`src/rtl/i2cShiftPkg.sv`:
```
package i2cShiftPkg;
  // strobes from sequencer to datapath
  typedef struct packed {
    logic load;     // frame accepted, present slot 0
    logic sample;   // SCL rising edge inside a frame
    logic advance;  // SCL falling edge, next slot
    logic finish;   // rising edge of the ninth slot
    logic drop;     // falling edge after the ninth slot
  } shiftStrobes_t;
endpackage

```
`src/rtl/i2cShiftCtrl.sv`:
```
module i2cShiftCtrl
  import i2cShiftPkg::*;
#(
  parameter int DATA_W = 8,
  localparam int IDX_W = $clog2(DATA_W + 1)
) (
  input  logic              clk,
  input  logic              rst_n,
  input  logic              start,
  input  logic              sclRise,
  input  logic              sclFall,
  output shiftStrobes_t     strobes,
  output logic [IDX_W-1:0]  bitIdx,
  output logic              busy
);
  typedef enum logic [1:0] {ST_IDLE, ST_SHIFT, ST_HOLD} state_t;
  state_t state;

  localparam logic [IDX_W-1:0] LAST_IDX = IDX_W'(DATA_W);

  always_comb begin
    strobes = '0;
    unique case (state)
      ST_IDLE:  strobes.load = start;
      ST_SHIFT: begin
        if (sclRise) begin
          strobes.sample = 1'b1;
          strobes.finish = (bitIdx == LAST_IDX);
        end else if (sclFall && bitIdx != LAST_IDX) begin
          strobes.advance = 1'b1;
        end
      end
      ST_HOLD:  strobes.drop = sclFall;
      default:  strobes = '0;
    endcase
  end

  always_ff @(posedge clk or negedge rst_n) begin
    if (!rst_n) begin
      state  <= ST_IDLE;
      bitIdx <= '0;
    end else begin
      if (strobes.load) begin
        state  <= ST_SHIFT;
        bitIdx <= '0;
      end else if (strobes.finish) begin
        state  <= ST_HOLD;
      end else if (strobes.advance) begin
        bitIdx <= bitIdx + 1'b1;
      end else if (strobes.drop) begin
        state  <= ST_IDLE;
        bitIdx <= '0;
      end
    end
  end

  assign busy = (state != ST_IDLE);
endmodule

```
`src/rtl/i2cShiftDp.sv`:
```
module i2cShiftDp
  import i2cShiftPkg::*;
#(
  parameter int DATA_W = 8,
  parameter int DLY_W  = 3,
  localparam int IDX_W = $clog2(DATA_W + 1),
  localparam int CNT_W = DLY_W + 1
) (
  input  logic              clk,
  input  logic              rst_n,
  input  shiftStrobes_t     strobes,
  input  logic [IDX_W-1:0]  bitIdx,
  input  logic              txMode,
  input  logic [DATA_W-1:0] txByte,
  input  logic [DLY_W-1:0]  delaySel,
  input  logic              sdaDisable,
  input  logic              layoutSel,
  input  logic              altPhase,
  input  logic              ackOutEn,
  input  logic              startStopEn,
  input  logic              ackData,
  input  logic              sdaIn,
  input  logic              baudTick,
  output logic              sdaDriveLow,
  output logic              frameDone,
  output logic [DATA_W:0]   rxWord,
  output logic              ackPulse,
  output logic              nackPulse
);
  localparam logic [IDX_W-1:0] LAST_DATA = IDX_W'(DATA_W - 1);

  logic              txModeQ;
  logic [DATA_W-1:0] txShift;
  logic [DATA_W-1:0] rxShift;
  logic [DATA_W-1:0] dataNext;
  logic              tgtLow, tgtNext, tgtWr;
  logic              outDly;
  logic [CNT_W-1:0]  dlyCnt, dlyLen;

  // target drive level for the slot being entered
  always_comb begin
    tgtWr   = 1'b0;
    tgtNext = tgtLow;
    if (strobes.load) begin
      tgtWr   = 1'b1;
      tgtNext = txMode & ~txByte[DATA_W-1];
    end else if (strobes.advance) begin
      tgtWr = 1'b1;
      if (bitIdx == LAST_DATA)
        tgtNext = ~txModeQ & ~startStopEn & ackOutEn & ~ackData;
      else
        tgtNext = txModeQ & ~txShift[DATA_W-2];
    end else if (strobes.drop) begin
      tgtWr   = 1'b1;
      tgtNext = 1'b0;
    end
  end

  assign dataNext = {rxShift[DATA_W-2:0], sdaIn};
  assign dlyLen   = (delaySel == '0) ? '0 : CNT_W'(delaySel) + CNT_W'(1);

  // transmit side
  always_ff @(posedge clk or negedge rst_n) begin
    if (!rst_n) begin
      txModeQ <= 1'b0;
      txShift <= '0;
    end else if (strobes.load) begin
      txModeQ <= txMode;
      txShift <= txByte;
    end else if (strobes.advance) begin
      txShift <= {txShift[DATA_W-2:0], 1'b0};
    end
  end

  // output delay line
  always_ff @(posedge clk or negedge rst_n) begin
    if (!rst_n) begin
      tgtLow <= 1'b0;
      outDly <= 1'b0;
      dlyCnt <= '0;
    end else if (tgtWr) begin
      tgtLow <= tgtNext;
      dlyCnt <= dlyLen;
    end else if (dlyCnt != '0) begin
      if (baudTick) begin
        dlyCnt <= dlyCnt - 1'b1;
        if (dlyCnt == CNT_W'(1)) outDly <= tgtLow;
      end
    end else begin
      outDly <= tgtLow;
    end
  end

  assign sdaDriveLow = ~sdaDisable & ((delaySel == '0) ? tgtLow : outDly);

  // receive side
  always_ff @(posedge clk or negedge rst_n) begin
    if (!rst_n) begin
      rxShift   <= '0;
      rxWord    <= '0;
      frameDone <= 1'b0;
      ackPulse  <= 1'b0;
      nackPulse <= 1'b0;
    end else begin
      frameDone <= 1'b0;
      ackPulse  <= 1'b0;
      nackPulse <= 1'b0;
      if (strobes.sample && !strobes.finish) begin
        rxShift <= dataNext;
        if (bitIdx == LAST_DATA)
          rxWord <= layoutSel ? {dataNext[0], 1'b0, dataNext[DATA_W-1:1]}
                              : {1'b0, dataNext};
      end
      if (strobes.finish) begin
        rxWord    <= (layoutSel && !altPhase)
                     ? {rxShift[0], sdaIn, rxShift[DATA_W-1:1]}
                     : {sdaIn, rxShift};
        frameDone <= 1'b1;
        ackPulse  <= ~layoutSel & ~sdaIn;
        nackPulse <= ~layoutSel &  sdaIn;
      end
    end
  end
endmodule

```
`src/rtl/i2cByteShifter.sv`:
```
module i2cByteShifter
  import i2cShiftPkg::*;
#(
  parameter int DATA_W = 8,
  parameter int DLY_W  = 3
) (
  input  logic              clk,
  input  logic              rst_n,
  input  logic              start,
  input  logic              txMode,
  input  logic [DATA_W-1:0] txByte,
  input  logic              sclRise,
  input  logic              sclFall,
  input  logic              baudTick,
  input  logic [DLY_W-1:0]  delaySel,
  input  logic              sdaDisable,
  input  logic              layoutSel,
  input  logic              altPhase,
  input  logic              ackOutEn,
  input  logic              startStopEn,
  input  logic              ackData,
  input  logic              sdaIn,
  output logic              sdaDriveLow,
  output logic              busy,
  output logic              frameDone,
  output logic [DATA_W:0]   rxWord,
  output logic              ackPulse,
  output logic              nackPulse
);
  localparam int IDX_W = $clog2(DATA_W + 1);

  shiftStrobes_t    strobes;
  logic [IDX_W-1:0] bitIdx;

  i2cShiftCtrl #(.DATA_W(DATA_W)) u_ctrl (
    .clk(clk), .rst_n(rst_n), .start(start),
    .sclRise(sclRise), .sclFall(sclFall),
    .strobes(strobes), .bitIdx(bitIdx), .busy(busy)
  );

  i2cShiftDp #(.DATA_W(DATA_W), .DLY_W(DLY_W)) u_dp (
    .clk(clk), .rst_n(rst_n), .strobes(strobes), .bitIdx(bitIdx),
    .txMode(txMode), .txByte(txByte), .delaySel(delaySel),
    .sdaDisable(sdaDisable), .layoutSel(layoutSel), .altPhase(altPhase),
    .ackOutEn(ackOutEn), .startStopEn(startStopEn), .ackData(ackData),
    .sdaIn(sdaIn), .baudTick(baudTick), .sdaDriveLow(sdaDriveLow),
    .frameDone(frameDone), .rxWord(rxWord),
    .ackPulse(ackPulse), .nackPulse(nackPulse)
  );
endmodule

```
`config.mk`:
```
export PLATFORM = sky130hd
export DESIGN_NAME = i2cByteShifter
export DESIGN_NICKNAME = d
export VERILOG_FILES = /design/src/rtl/i2cShiftPkg.sv /design/src/rtl/i2cShiftCtrl.sv /design/src/rtl/i2cShiftDp.sv /design/src/rtl/i2cByteShifter.sv
export SDC_FILE = /design/constraint.sdc
export NUM_CORES = 1
export LEC_CHECK = 0
export BUFFER_PORTS_ARGS = -buffer_cell sky130_fd_sc_hd__buf_2
export CORE_UTILIZATION = 30
export DETAILED_ROUTE_END_ITERATION = 10
export PLACE_DENSITY = 0.56
export SYNTH_ARGS = -nofsm -noshare
export SYNTH_HDL_FRONTEND = slang
export SYNTH_SLANG_ARGS = --single-unit
```
`constraint.sdc`:
```
create_clock -name clk -period 1.8 [get_ports clk]
set_input_delay 0.18 -clock clk [delete_from_list [all_inputs] [get_ports clk]]
set_output_delay 0.18 -clock clk [all_outputs]
set_load 0.005 [all_outputs]
```
**After elaboration in Yosys (flattened, before gate mapping)**

Cells that the tools add are included.

- $add $sub $neg: 3
- Equal/unequal tests: 10
- Muxes and demuxes: 40
- Bitwise operators: 17
- Reduce and logical (&&, ||, !) cells: 22

Operators by type and width:

| cell | number |
|---|---|
| $mux 9 | 5 |
| $mux 4 | 8 |
| $mux 1 | 20 |
| $mux 7 | 2 |
| $reduce_bool 2->1 | 6 |
| $reduce_and 2->1 | 5 |
| $not 1->1 | 9 |
| $and 1x1->1 | 8 |
| $mux 2 | 4 |
| $ne 2x2->1 const B | 3 |
| $reduce_bool 3->1 | 2 |
| $add 3x1->4 const B | 1 |
| $add 4x1->4 const B | 1 |
| $eq 4x1->1 const B | 1 |
| $eq 4x3->1 const B | 1 |
| $eq 4x4->1 const B | 1 |
| $ne 4x4->1 const B | 1 |
| $reduce_bool 4->1 | 1 |
| $sub 4x1->4 const B | 1 |
| $logic_and 1x1->1 | 3 |
| $logic_not 3->1 | 1 |
| $mux 3 | 1 |
| $ne 3x1->1 const B | 1 |
| $reduce_and 3->1 | 1 |
| 4 further kinds | 5 |

- Register bits after elaboration: 40
- Input port bits: 25
- Output and inout bits: 14
- Word-level logic and storage cells: 104

**Depth between registers and ports, before layout**

Gate-level depths: netlist of run 1.

- Depth after elaboration: 9
- Mapped depth: 8
- Depth with buffers taken out: 7

**Hierarchy**

From an unflattened synthesis of run 1, not the netlist that was laid out.

- Cells, all modules: 216
- Area total of the unflattened synthesis: 2,213.4 sq um

By module, submodules not included:

| module | instances | cells each | area an instance (sq um) | sequential area each (sq um) |
|---|---|---|---|---|
| i2cShiftDp | 1 | 176 | 1,838.0 | 850.8 |
| i2cShiftCtrl | 1 | 40 | 375.4 | 150.1 |

**Worst setup path after synthesis of run 1**

OpenSTA, ideal clock, no wires.

- Path type: reg2reg
- From: register u_ctrl.bitIdx[0]
- To: register u_dp.rxWord[8]
- Library setup time: 0.127 ns
- Arrival: 1.417 ns
- Required time: 1.673 ns
- Path slack: 0.255 ns
- Cell stages (with the launch flop): 9
- Path buffers: 2
- Clock period less this slack: 1.545 ns
- Cells stage by stage: dfrtp_1 inv_1 ha_1 and3b_1 nand2b_1 buf_6 buf_6 a211oi_1 a31oi_1

- Longest elaborated chain between the ends: 7
- Elaborated cells between the ends (all ways): 10
- Those cells by class: 2 x eq/ne; 3 x mux; 5 x reduce/logical

Ends and longest elaborated chain:

| item | RTL line | source |
|---|---|---|
| start, declared | i2cShiftCtrl.sv:13 | `output logic [IDX_W-1:0] bitIdx,` |
| start signal, assigned | i2cShiftCtrl.sv:49 | `bitIdx <= bitIdx + 1'b1;` |
| $eq 4x4->1 | i2cShiftCtrl.sv:28 | `strobes.finish = (bitIdx == LAST_IDX);` |
| $mux 1 | i2cShiftCtrl.sv:26 | `if (sclRise) begin` |
| $mux 3 | i2cShiftCtrl.sv:23 | `unique case (state)` |
| $logic_not 1->1 | i2cShiftDp.sv:108 | `if (strobes.sample && !strobes.finish) begin` |
| $logic_and 1x1->1 | i2cShiftDp.sv:108 |  |
| $reduce_bool 2->1 (no line) | n/a |  |
| $reduce_and 2->1 (no line) | n/a |  |
| end signal, assigned | i2cShiftDp.sv:111 | `rxWord <= layoutSel ? {dataNext[0], 1'b0, dataNext[DATA_W-1:1]}` |
| end signal, assigned | i2cShiftDp.sv:115 | `rxWord <= (layoutSel && !altPhase)` |
| end, declared | i2cShiftDp.sv:26 | `output logic [DATA_W:0] rxWord,` |

Several ways; a longest one is shown, not always the timed one.
A chain may end at the register's enable or synchronous reset.

**Final worst setup path of run 1**

- From: register u_ctrl.bitIdx[1]
- To: register u_dp.dlyCnt[1]

- Longest elaborated chain between the ends: 9
- Elaborated cells between the ends (all ways): 11
- Those cells by class: 1 x eq/ne; 6 x mux; 4 x reduce/logical

Ends and longest elaborated chain:

| item | RTL line | source |
|---|---|---|
| $ne 4x4->1 (*) | i2cShiftCtrl.sv:29 | `end else if (sclFall && bitIdx != LAST_IDX) begin` |
| $logic_and 1x1->1 (*) | i2cShiftCtrl.sv:29 |  |
| $mux 1 (*) | i2cShiftCtrl.sv:29 |  |
| $mux 1 (*) | i2cShiftCtrl.sv:26 |  |
| $mux 3 (*) | i2cShiftCtrl.sv:23 |  |
| $mux 1 (*) | i2cShiftDp.sv:47 | `end else if (strobes.advance) begin` |
| $mux 1 (*) | i2cShiftDp.sv:44 | `if (strobes.load) begin` |
| $reduce_bool 2->1 (no line) | n/a |  |
| $reduce_and 2->1 (no line) | n/a |  |
| end signal, assigned | i2cShiftDp.sv:83 | `dlyCnt <= dlyLen;` |
| end signal, assigned | i2cShiftDp.sv:86 | `dlyCnt <= dlyCnt - 1'b1;` |
| end, declared | i2cShiftDp.sv:38 | `logic [CNT_W-1:0] dlyCnt, dlyLen;` |

Every way passes the cells marked *; elsewhere a longest branch is shown, timed or not.

==> reports/summary.txt, run 1 <==
Worst-Skew Late Latency: 290 ps
Tot GR Track Use: 13.1%
setup TNS: 0 ps
synth top area cells: dfrtp_1 (45%), mux2_1 (5.6%), mux2i_1 (4.5%), nand2_1 (4.4%), ha_1 (3.9%)
Logic pwr share: 40.1%
Clock Sinks: 40
Fin Hold WS: 92.8 ps
crit share post-route: 94.8%
Max FO, Critical Path: 4
number of buffers created by CTS: 5
n_diodes: 0
number of global-route vias before repair: 1,638
initial antenna violation count: 0
Synth cell types: 52
DRC: 0
Yosys reg bits: 40
Routed Antenna Nets: 0
Switching Share: 36.3%
CTS root buf: clkbuf_8
xor/xnor share of the synthesized area: 1.18%
Adder-Cell Fraction of Synth Area: 3.93%
sequential area share after synthesis: 45.0%
initial core utilization: 30.9%
Net Sw Power: 1340 uW
worst reg2reg path depth: 7
count leader, synth: dfrtp_1
routed vias: 1,667
largest net degree at the start of global routing: 24
Setup CP Type: flop to flop
DIE AREA: 0.00777 sq mm
Post-Syn Area per Cell: 10.7 sq um
P_int: 2350 uW
CTS tree: done
Crit. End Element: flop
drt wl/cell: 12.9 um
gpl congestion: 0.788
Synth top cells by count: dfrtp_1 (40), nand2_1 (26), mux2_1 (11)
CP Data Arrival Time: 1880 ps
Post-synth EDFFs: 0
Max VDD drop: 0.464 mV
asr flop ratio synth: 100%
Final Skew: 6.10 ps
# rows: 31
Die W: 88.1 um
Post-Synthesis Cells: 209
Clock power frac: 15.5%
Die Y: 88.1 um
Iter 0 DRT Violations: 55
H-tree levels: 2
final hold vios: 0
number of max-cap violations: 0
Compound-Gate Fraction of Synth Area: 14.1%
Power Density: 1360 mW/mm^2
status: finished, final reports clean
Peak Freq: 586 MHz
Least-Margin Pin Slew: 460 ps
Area growth syn-to-layout: 22.0%
Leak: 0.00131 uW
Clock Path Buffers: 2
Synth Cell Area: 0.00223 sq mm
Finish-stage setup viols: 0
final worst slack: 93.2 ps
r2r endpoint: u_dp.dlyCnt[1]
post-layout minimum cycle time: 1710 ps
post-synthesis mux area share: 10.7%
setup slack, reg-to-reg: 90 ps
PortBufs: 38
combinational family with the most area after synthesis: simple AND/OR/NAND/NOR gates
Synthesized Nets: 241
DP Worst Slack: 70.5 ps
Reg-to-Reg Start: u_ctrl.bitIdx[1]
worst rel slew slack: 69.2%
I/O pin total: 39
synthesis warning total: 0
required time worst endpoint: 1970 ps
fin nets: 292
min-delay worst type: input port to flop
Final Power: 3680 uW
share of layout cells above drive strength 1: 29.2%
Worst setup SP type: flop
vias per cell: 4.64
WL final: 4.62 mm
Top FF cell, synth: dfrtp_1
Yosys top cell by area: dfrtp_1
Reg clk slew, reported paths: 80 ps
share of the synthesized area in the top cell type: 45.0%
Flop pwr share: 44.4%
first-pass GRT wire length: 7.79 mm
final slew viol count: 0
crit path launch: u_ctrl.bitIdx[1]
Post-Synth Simple-Gate Area: 20.4%
Core Area: 0.00721 sq mm
global route overflow: 0
Pre-antenna DRT Iters: 4
HPWL after DPL: 3.43 mm
crit path to: u_dp.dlyCnt[1]
## cell usage in the layout, fill, tap and decap left out, types with 2 or more instances in the layout
master and n:
a21oi_1 3, a22oi_1 6, a2bb2oi_1 5, a31oi_1 4, a32oi_1 4, a41oi_1 2, and3b_1 2, buf_12 2
buf_2 38, buf_4 12, clkbuf_8 5, dfrtp_1 40, ha_1 6, inv_1 9, mux2_1 11, mux2i_1 10
nand2_1 26, nand2b_1 2, nand3_1 7, nand3b_1 4, nand3b_4 2, nor2_1 9, nor2_4 2, nor2b_1 7
nor3_1 4, o21ai_0 3, o21ai_1 2, o221ai_1 2, or2_2 2, xnor2_1 2
## repair_timing
| item | 4_1_cts | 5_1_grt |
|---|---|---|
| setup buffers | 0 | 3 |
| hold buffers | 1 | 0 |
| gates resized for setup | 0 | 4 |
| setup endpoints to repair | 0 | 4 |
| hold endpoints to repair | 17 | 0 |
## cell type report
cell class | count | area (sq um)
Timing Repair Buffer | 53 | 330
Clock buffer | 5 | 68.8
Fill cell | 782 | 4500
Clock inverter | 2 | 12.5
Sequential cell | 40 | 1000
Tap cell | 99 | 124
Inverter | 11 | 43.8
Multi-Input combinational cell | 149 | 1130
## worst min path at each step
stage / startpoint / endpoint / depth (start not counted)
floorplan: rst_n / u_ctrl.bitIdx[0] / 0
global placement: rst_n / u_dp.rxWord[1] / 1
detailed placement: rst_n / u_dp.rxWord[1] / 1
CTS: txByte[0] / u_dp.txShift[0] / 3
global route: txByte[5] / u_dp.txShift[5] / 3
finish: txByte[0] / u_dp.txShift[0] / 3
## cell families (layout without fill, tap and decap cells)
| group | after synthesis | after routing |
|---|---|---|
| compound gates | 41 | 41 |
| xor+xnor | 3 | 3 |
| fa+ha+maj | 7 | 7 |
| buf+inv | 20 | 71 |
| flops | 40 | 40 |
| mux | 22 | 22 |
| simple gates | 76 | 76 |
## power groups by stage
stage | Sequential (uW) | Clock [uW] | Combinational, uW
3_5_place_dp | 1650 | 0 | 1440
3_3_place_gp | 1640 | 0 | 1430
5_1_grt | 1700 | 635 | 1680
2_1_floorplan | 1580 | 0 | 1040
4_1_cts | 1630 | 594 | 1450
6_report | 1630 | 570 | 1480
## metrics by stage
stage | util [%] | cells | area (sq um)
2_1_floorplan | - | 209 | 2230
3_3_place_gp | 35.7 | 348 | 2570
3_5_place_dp | 35.7 | 348 | 2570
4_1_cts | 36.9 | 356 | 2670
5_1_grt | 37.6 | 359 | 2720
6_report | 37.6 | 359 | 2720
## critical path, stage by stage (launching register included)
cell      delay, ps
dfrtp_1         410
inv_2            70
ha_2            160
buf_4           110
nand3b_4        120
a21oi_4         220
and2_4          190
mux2_1          310
## routing by layer
layer	vias up	GRT usage, %	wire length (um)
li1	854	-	-
met1	786	17.7	2310
met2	21	20.6	2100
met3	6	2.73	124
met4	0	5.13	81
met5	-	0	0
## state kept, by name, indices dropped and copies added (netlist names)
signal / count
u_ctrl.bitIdx: 4
u_ctrl.state: 2
u_dp.ackPulse: 1
u_dp.dlyCnt: 4
u_dp.frameDone: 1
u_dp.nackPulse: 1
u_dp.outDly: 1
u_dp.rxShift: 8
u_dp.rxWord: 9
u_dp.tgtLow: 1
u_dp.txModeQ: 1
u_dp.txShift: 7
Note: power is estimated with default switching activity, not from simulation.
==> inputs of run 2 (changes only) <==
--- a/config.mk
+++ b/config.mk
@@ -9,6 +9,7 @@
 export CORE_UTILIZATION = 30
 export DETAILED_ROUTE_END_ITERATION = 10
 export PLACE_DENSITY = 0.56
+export SETUP_SLACK_MARGIN = 0.4
 export SYNTH_ARGS = -nofsm -noshare
 export SYNTH_HDL_FRONTEND = slang
 export SYNTH_SLANG_ARGS = --single-unit
==> run 2 against run 1 <==
Net effect:
- non-clock buffer count increased by 20
- total power up 20%
- die area unchanged
- via count is 9.5% higher
- cell area is 15% higher
==> reports/summary.txt, run 2 (synthesis gave the netlist of run 1 again) <==
fin nets: 312 (+6.8%)
crit share post-route: 90.2% (-4.6 points)
Biggest register: u_dp.rxWord
# rows: 31 (unchanged)
WL final: 5.20 mm (+12%)
max FFs per register: 9 (unchanged)
Least-Margin Pin Slew: 507 ps (+46.9 ps)
Max VDD drop: 0.473 mV (+2.0%)
vias per cell: 4.82 (+3.7%)
Final Skew: 10.4 ps (+4.26 ps)
slowest stage delay, CP: 390 ps (-20 ps)
routed vias: 1,825 (+9.5%)
Max FO, Critical Path: 8 (+4)
HPWL after DPL: 3.62 mm (+5.5%)
Clock Sinks: 40 (unchanged)
setup slack, reg-to-reg: 180 ps (+80 ps)
Clock power frac: 12.9% (-2.6 points)
share of layout cells above drive strength 1: 49.3% (+20 points)
Setup CP Type: flop to flop
first-pass GRT wire length: 8.61 mm (+11%)
Die Y: 88.1 um (unchanged)
RSZ-0062 raised after global routing: true
cell with the largest stage delay on the worst path: dfrtp_1
setup TNS: 0 ps (unchanged)
Worst-Skew Late Latency: 290 ps (about the same)
final hold vios: 0 (unchanged)
crit path to: u_dp.rxShift[0]
DRC: 0 (unchanged)
Finish-stage setup viols: 0 (unchanged)
Routed Antenna Nets: 0 (unchanged)
Logic pwr share: 49.5% (+9.4 points)
Die W: 88.1 um (unchanged)
P_int: 2830 uW (+21%)
initial antenna violation count: 0 (unchanged)
drt wl/cell: 13.7 um (+6.5%)
crit path launch: u_ctrl.bitIdx[0]
Net Sw Power: 1610 uW (+20%)
worst reg2reg path depth: 7 (unchanged)
Reg clk slew, reported paths: 80 ps (about the same)
number of max-cap violations: 0 (unchanged)
Clock Path Buffers: 2 (unchanged)
Leak: 0.00150 uW (+14%)
initial core utilization: 30.9% (unchanged)
min-delay worst type: input port to flop
n_diodes: 0 (unchanged)
final slew viol count: 0 (unchanged)
Final Instance Area: 0.00312 sq mm (+15%)
Tot GR Track Use: 14.4% (+1.3 points)
H-tree levels: 2 (unchanged)
CTS root buf: clkbuf_8
most frequent cells in the layout: buf_2 (39), dfrtp_1 (39), buf_4 (19)
PortBufs: 38 (unchanged)
Power Density: 1420 mW/mm^2 (+4.7%)
number of global-route vias before repair: 1,775 (+8.4%)
Switching Share: 36.2% (-0.047 points)
r2r endpoint: u_dp.rxShift[0]
crit path cell chain: inv_2 -> ha_4 -> and3b_2 -> buf_6 -> nor2_4 -> buf_12 -> mux2_4
number of buffers created by CTS: 5 (unchanged)
Inst Count DP: 354 (+1.7%)
Peak Freq: 616 MHz (+5.2%)
Flop pwr share: 37.6% (-6.8 points)
DIE AREA: 0.00777 sq mm (unchanged)
fin cells: 379 (+5.6%)
Crit. End Element: flop
biggest regs: u_dp.rxWord (9), u_dp.rxShift (8), u_dp.txShift (7)
required time worst endpoint: 1980 ps (about the same)
Area growth syn-to-layout: 40.3%
Worst setup SP type: flop
worst rel slew slack: 66.1% (-3.1 points)
status: finished, final reports clean
Reg-to-Reg Start: u_ctrl.bitIdx[0]
CP Data Arrival Time: 1800 ps (-80 ps)
Iter 0 DRT Violations: 47 (-15%)
CTS tree: done
largest net degree at the start of global routing: 23 (-4.2%)
I/O pin total: 39 (unchanged)
DP Area: 0.00267 sq mm (+3.6%)
global route overflow: 0 (unchanged)
post-layout minimum cycle time: 1620 ps (-83.7 ps)
final core occ: 43.3% (+5.7 points)
gpl congestion: 0.778 (-1.2%)
Core Area: 0.00721 sq mm (unchanged)
Pre-antenna DRT Iters: 4 (unchanged)
Final Power: 4430 uW (+20%)
run 2: worst min path at each step:
stage | cells past startpoint | end | from | slack (ps)
global placement | 1 | u_dp.rxWord[0] | rst_n | 110
detailed placement | 1 | u_dp.rxWord[0] | rst_n | 110
floorplan | 0 | u_ctrl.bitIdx[0] | rst_n | -120
finish | 3 | u_dp.txShift[2] | txByte[2] | 90
global route | 3 | u_dp.txShift[4] | txByte[4] | 90
CTS | 3 | u_dp.txShift[2] | txByte[2] | 90
run 2: timing repair:
| action | 4_1_cts | 5_1_grt |
|---|---|---|
| hold buffers | 1 | 0 |
| pin swaps | 6 | 18 |
| endpoints found under the hold margin | 14 | 0 |
| cloned | 0 | 1 |
| buffers inserted | 9 | 7 |
| setup endpoints to repair | 37 | 37 |
| resized for setup | 27 | 30 |
run 2: power by group through the flow:
| stage | logic, uW | clock network [uW] | registers [uW] |
|---|---|---|---|
| after floorplan | 1190 | 0 | 1590 |
| after global placement | 1650 | 0 | 1630 |
| after detailed placement | 1670 | 0 | 1650 |
| after CTS | 2010 | 589 | 1640 |
| after global routing | 2410 | 636 | 1730 |
| final | 2190 | 572 | 1670 |
run 2: final cells by class:
cell class                 count  area (sq um)
inverter                      11          43.8
sequential                    40          1000
tap                           99           124
timing repair buffer          73           523
clock inverter                 2          12.5
clock buffer                   5          68.8
multi-input combinational    149          1350
fill                         714          4090
run 2: metal layers:
layer	share of wire, %	GRT usage (%)	vias up
met5	0	0	-
met4	2.1	5.13	0
met3	2.3	2.54	8
met2	48	23.2	24
met1	47	19.4	899
li1	-	-	894
run 2: metrics by stage:
stage          setup slack [ps]  hold WS, ps
6_report                    177         92.7
5_1_grt                     111         94.7
4_1_cts                     194         91.0
3_5_place_dp                127          108
3_3_place_gp                155          112
2_1_floorplan               275         -116
run 2: critical path, delay by kind of cell (launching register included):
family	cells	cell delay, ps
DFF	1	390
muxes	1	290
buffers and inverters	3	330
and+or+nand+nor	2	330
adders and majority gates	1	160
==> inputs of run 3 (changes only) <==
--- a/config.mk
+++ b/config.mk
@@ -6,9 +6,10 @@
 export NUM_CORES = 1
 export LEC_CHECK = 0
 export BUFFER_PORTS_ARGS = -buffer_cell sky130_fd_sc_hd__buf_2
-export CORE_UTILIZATION = 30
+export CORE_UTILIZATION = 35
+export CTS_BUF_LIST = sky130_fd_sc_hd__clkbuf_4 sky130_fd_sc_hd__clkbuf_8 sky130_fd_sc_hd__clkbuf_16
 export DETAILED_ROUTE_END_ITERATION = 10
-export PLACE_DENSITY = 0.56
+export PLACE_DENSITY = 0.62
 export SETUP_SLACK_MARGIN = 0.4
 export SYNTH_ARGS = -nofsm -noshare
 export SYNTH_HDL_FRONTEND = slang
==> run 3 against run 2 <==
Net effect:
- clock-buffer cell count stayed put
- cell area is 1.2% higher
- via count is 2.5% higher
- worst setup slack worse by 44 ps
- fmax is 2.7% lower
- clock skew is 3.2 ps lower
- worst hold slack worse by 3.2 ps
- cell count is 5.0% lower
- utilization is 9.2 points higher
- sequential share of layout area is 0.35 points lower
- first-iteration DRC count is 110% higher
- largest cell class unchanged
==> reports/summary.txt, run 3 (synthesis gave the netlist of run 1 again) <==
setup TNS: 0 ps (unchanged)
HPWL after DPL: 3.48 mm (-3.8%)
largest net degree at the start of global routing: 23 (unchanged)
first-pass GRT wire length: 8.64 mm (+0.31%)
I/O pin total: 39 (unchanged)
Flop pwr share: 36.6% (-1.0 points)
Max VDD drop: 0.682 mV (+44%)
Peak Freq: 600 MHz (-2.7%)
# rows: 28 (-9.7%)
PortBufs: 38 (unchanged)
required time worst endpoint: 1980 ps (about the same)
crit path cell chain: inv_2 -> ha_4 -> buf_6 -> nand3b_4 -> a21oi_4 -> and2_4 -> mux2_4
Finish-stage setup viols: 0 (unchanged)
final hold vios: 0 (unchanged)
CP Data Arrival Time: 1840 ps (+40 ps)
Die W: 81.7 um (-7.3%)
CTS root buf: clkbuf_8
most frequent cells in the layout: buf_2 (38), dfrtp_1 (38), buf_4 (22)
Power Density: 1460 mW/mm^2 (+2.9%)
final slew viol count: 0 (unchanged)
cell with the largest stage delay on the worst path: dfrtp_1
RSZ-0062 raised after global routing: true
Worst setup SP type: flop
slowest stage delay, CP: 400 ps (about the same)
P_int: 2970 uW (+5.1%)
drt wl/cell: 15.1 um (+9.8%)
hold-critical path depth: 3 (unchanged)
max FFs per register: 9 (unchanged)
Crit. End Element: flop
Worst-Skew Late Latency: 290 ps (about the same)
number of max-cap violations: 0 (unchanged)
Pre-antenna DRT Iters: 4 (unchanged)
Clock Path Buffers: 2 (unchanged)
DP Area: 0.00262 sq mm (-2.0%)
Final Skew: 7.16 ps (-3.20 ps)
Iter 0 DRT Violations: 99 (+110%)
vias per cell: 5.19 (+7.9%)
number of global-route vias before repair: 1,772 (-0.17%)
biggest regs: u_dp.rxWord (9), u_dp.rxShift (8), u_dp.txShift (7)
Clock Sinks: 40 (unchanged)
status: finished, final reports clean
Setup CP Type: flop to flop
Net Sw Power: 1640 uW (+2.4%)
worst reg2reg path depth: 7 (unchanged)
Clock power frac: 16.0% (+3.1 points)
H-tree levels: 2 (unchanged)
WL final: 5.42 mm (+4.3%)
Tot GR Track Use: 17.3% (+2.9 points)
Biggest register: u_dp.rxWord
post-layout minimum cycle time: 1670 ps (+44.5 ps)
fin nets: 316 (+1.3%)
Final Instance Area: 0.00316 sq mm (+1.2%)
Core Area: 0.00603 sq mm (-16%)
worst rel slew slack: 65.0% (-1.1 points)
min-delay worst type: input port to flop
crit share post-route: 92.6% (+2.5 points)
Routed Antenna Nets: 0 (unchanged)
Logic pwr share: 47.4% (-2.1 points)
DRC: 0 (unchanged)
initial antenna violation count: 0 (unchanged)
Switching Share: 35.6% (-0.60 points)
Least-Margin Pin Slew: 524 ps (+16.2 ps)
routed vias: 1,870 (+2.5%)
Area growth syn-to-layout: 42.0%
Reg clk slew, reported paths: 80 ps (about the same)
number of buffers created by CTS: 5 (unchanged)
final worst slack: 132 ps (-44.5 ps)
Die Y: 81.7 um (-7.3%)
CTS tree: done
Max FO, Critical Path: 5 (-3)
global route overflow: 0 (unchanged)
share of layout cells above drive strength 1: 49.8% (+0.54 points)
DP Worst Slack: 101 ps (-25.9 ps)
gpl congestion: 0.801 (+3.0%)
n_diodes: 0 (unchanged)
DIE AREA: 0.00668 sq mm (-14%)
Final Power: 4620 uW (+4.2%)
initial core utilization: 36.9% (+6.1 points)
Leak: 0.00153 uW (+2.0%)
==> run 3: area by class of cell <==
type                    instances  area, sq um
fillers                       536         2860
multi-input cells             149         1350
inverters                      11         43.8
repair buffers                 77          558
flip-flops and latches         40         1000
clock inverters                 3         42.5
well taps                      75         93.8
clock buffers                   5         68.8
==> run 3: final timing paths <==
path	from	endpoint	slack [ps]
min in group asynchronous	rst_n	u_dp.rxWord[2]	330
max in group asynchronous	rst_n	u_ctrl.state[1]	940
worst max register to register	u_ctrl.bitIdx[1]	u_dp.dlyCnt[1]	130
worst max-delay path	u_ctrl.bitIdx[1]	u_dp.dlyCnt[1]	130
worst min-delay path	txByte[0]	u_dp.txShift[0]	90
worst min register to register	u_dp.txShift[2]	u_dp.txShift[2]	480
==> run 3: repair_timing <==
item | in CTS | in global routing
hold buffers | 1 | 0
setup buffers | 11 | 12
resized for setup | 32 | 26
setup endpoints to repair | 36 | 37
pin swaps | 5 | 12
endpoints found under the hold margin | 15 | 0
cloned | 1 | 0
==> run 3: layer usage <==
layer | track usage (%) | part of all wire [%]
met5 | 0 | 0
met4 | 5.44 | 1.3
met3 | 3.44 | 4.2
met2 | 28.0 | 50
met1 | 23.1 | 45
==> run 3: through the flow <==
stage	std cells	hold WS, ps	utilization [%]
finish	360	89.5	52.5
global route	360	103	52.5
CTS	348	89.5	49.0
detailed placement	327	119	43.4
global placement	327	119	43.4
floorplan	209	-116	-
==> run 3: power groups by stage <==
stage	clock [uW]	combinational [uW]	sequential (uW)
2_1_floorplan	0	1190	1590
3_3_place_gp	0	1580	1660
3_5_place_dp	0	1610	1670
4_1_cts	753	1920	1670
5_1_grt	795	2370	1750
6_report	738	2190	1690
==> run 3: critical path: cells and delay by family (launching register included) <==
kind	cells	cell delay, ps
fa+ha+maj	1	140
simple gates	2	320
flops	1	400
buf+inv	2	180
mux	1	290
compound gates	1	220
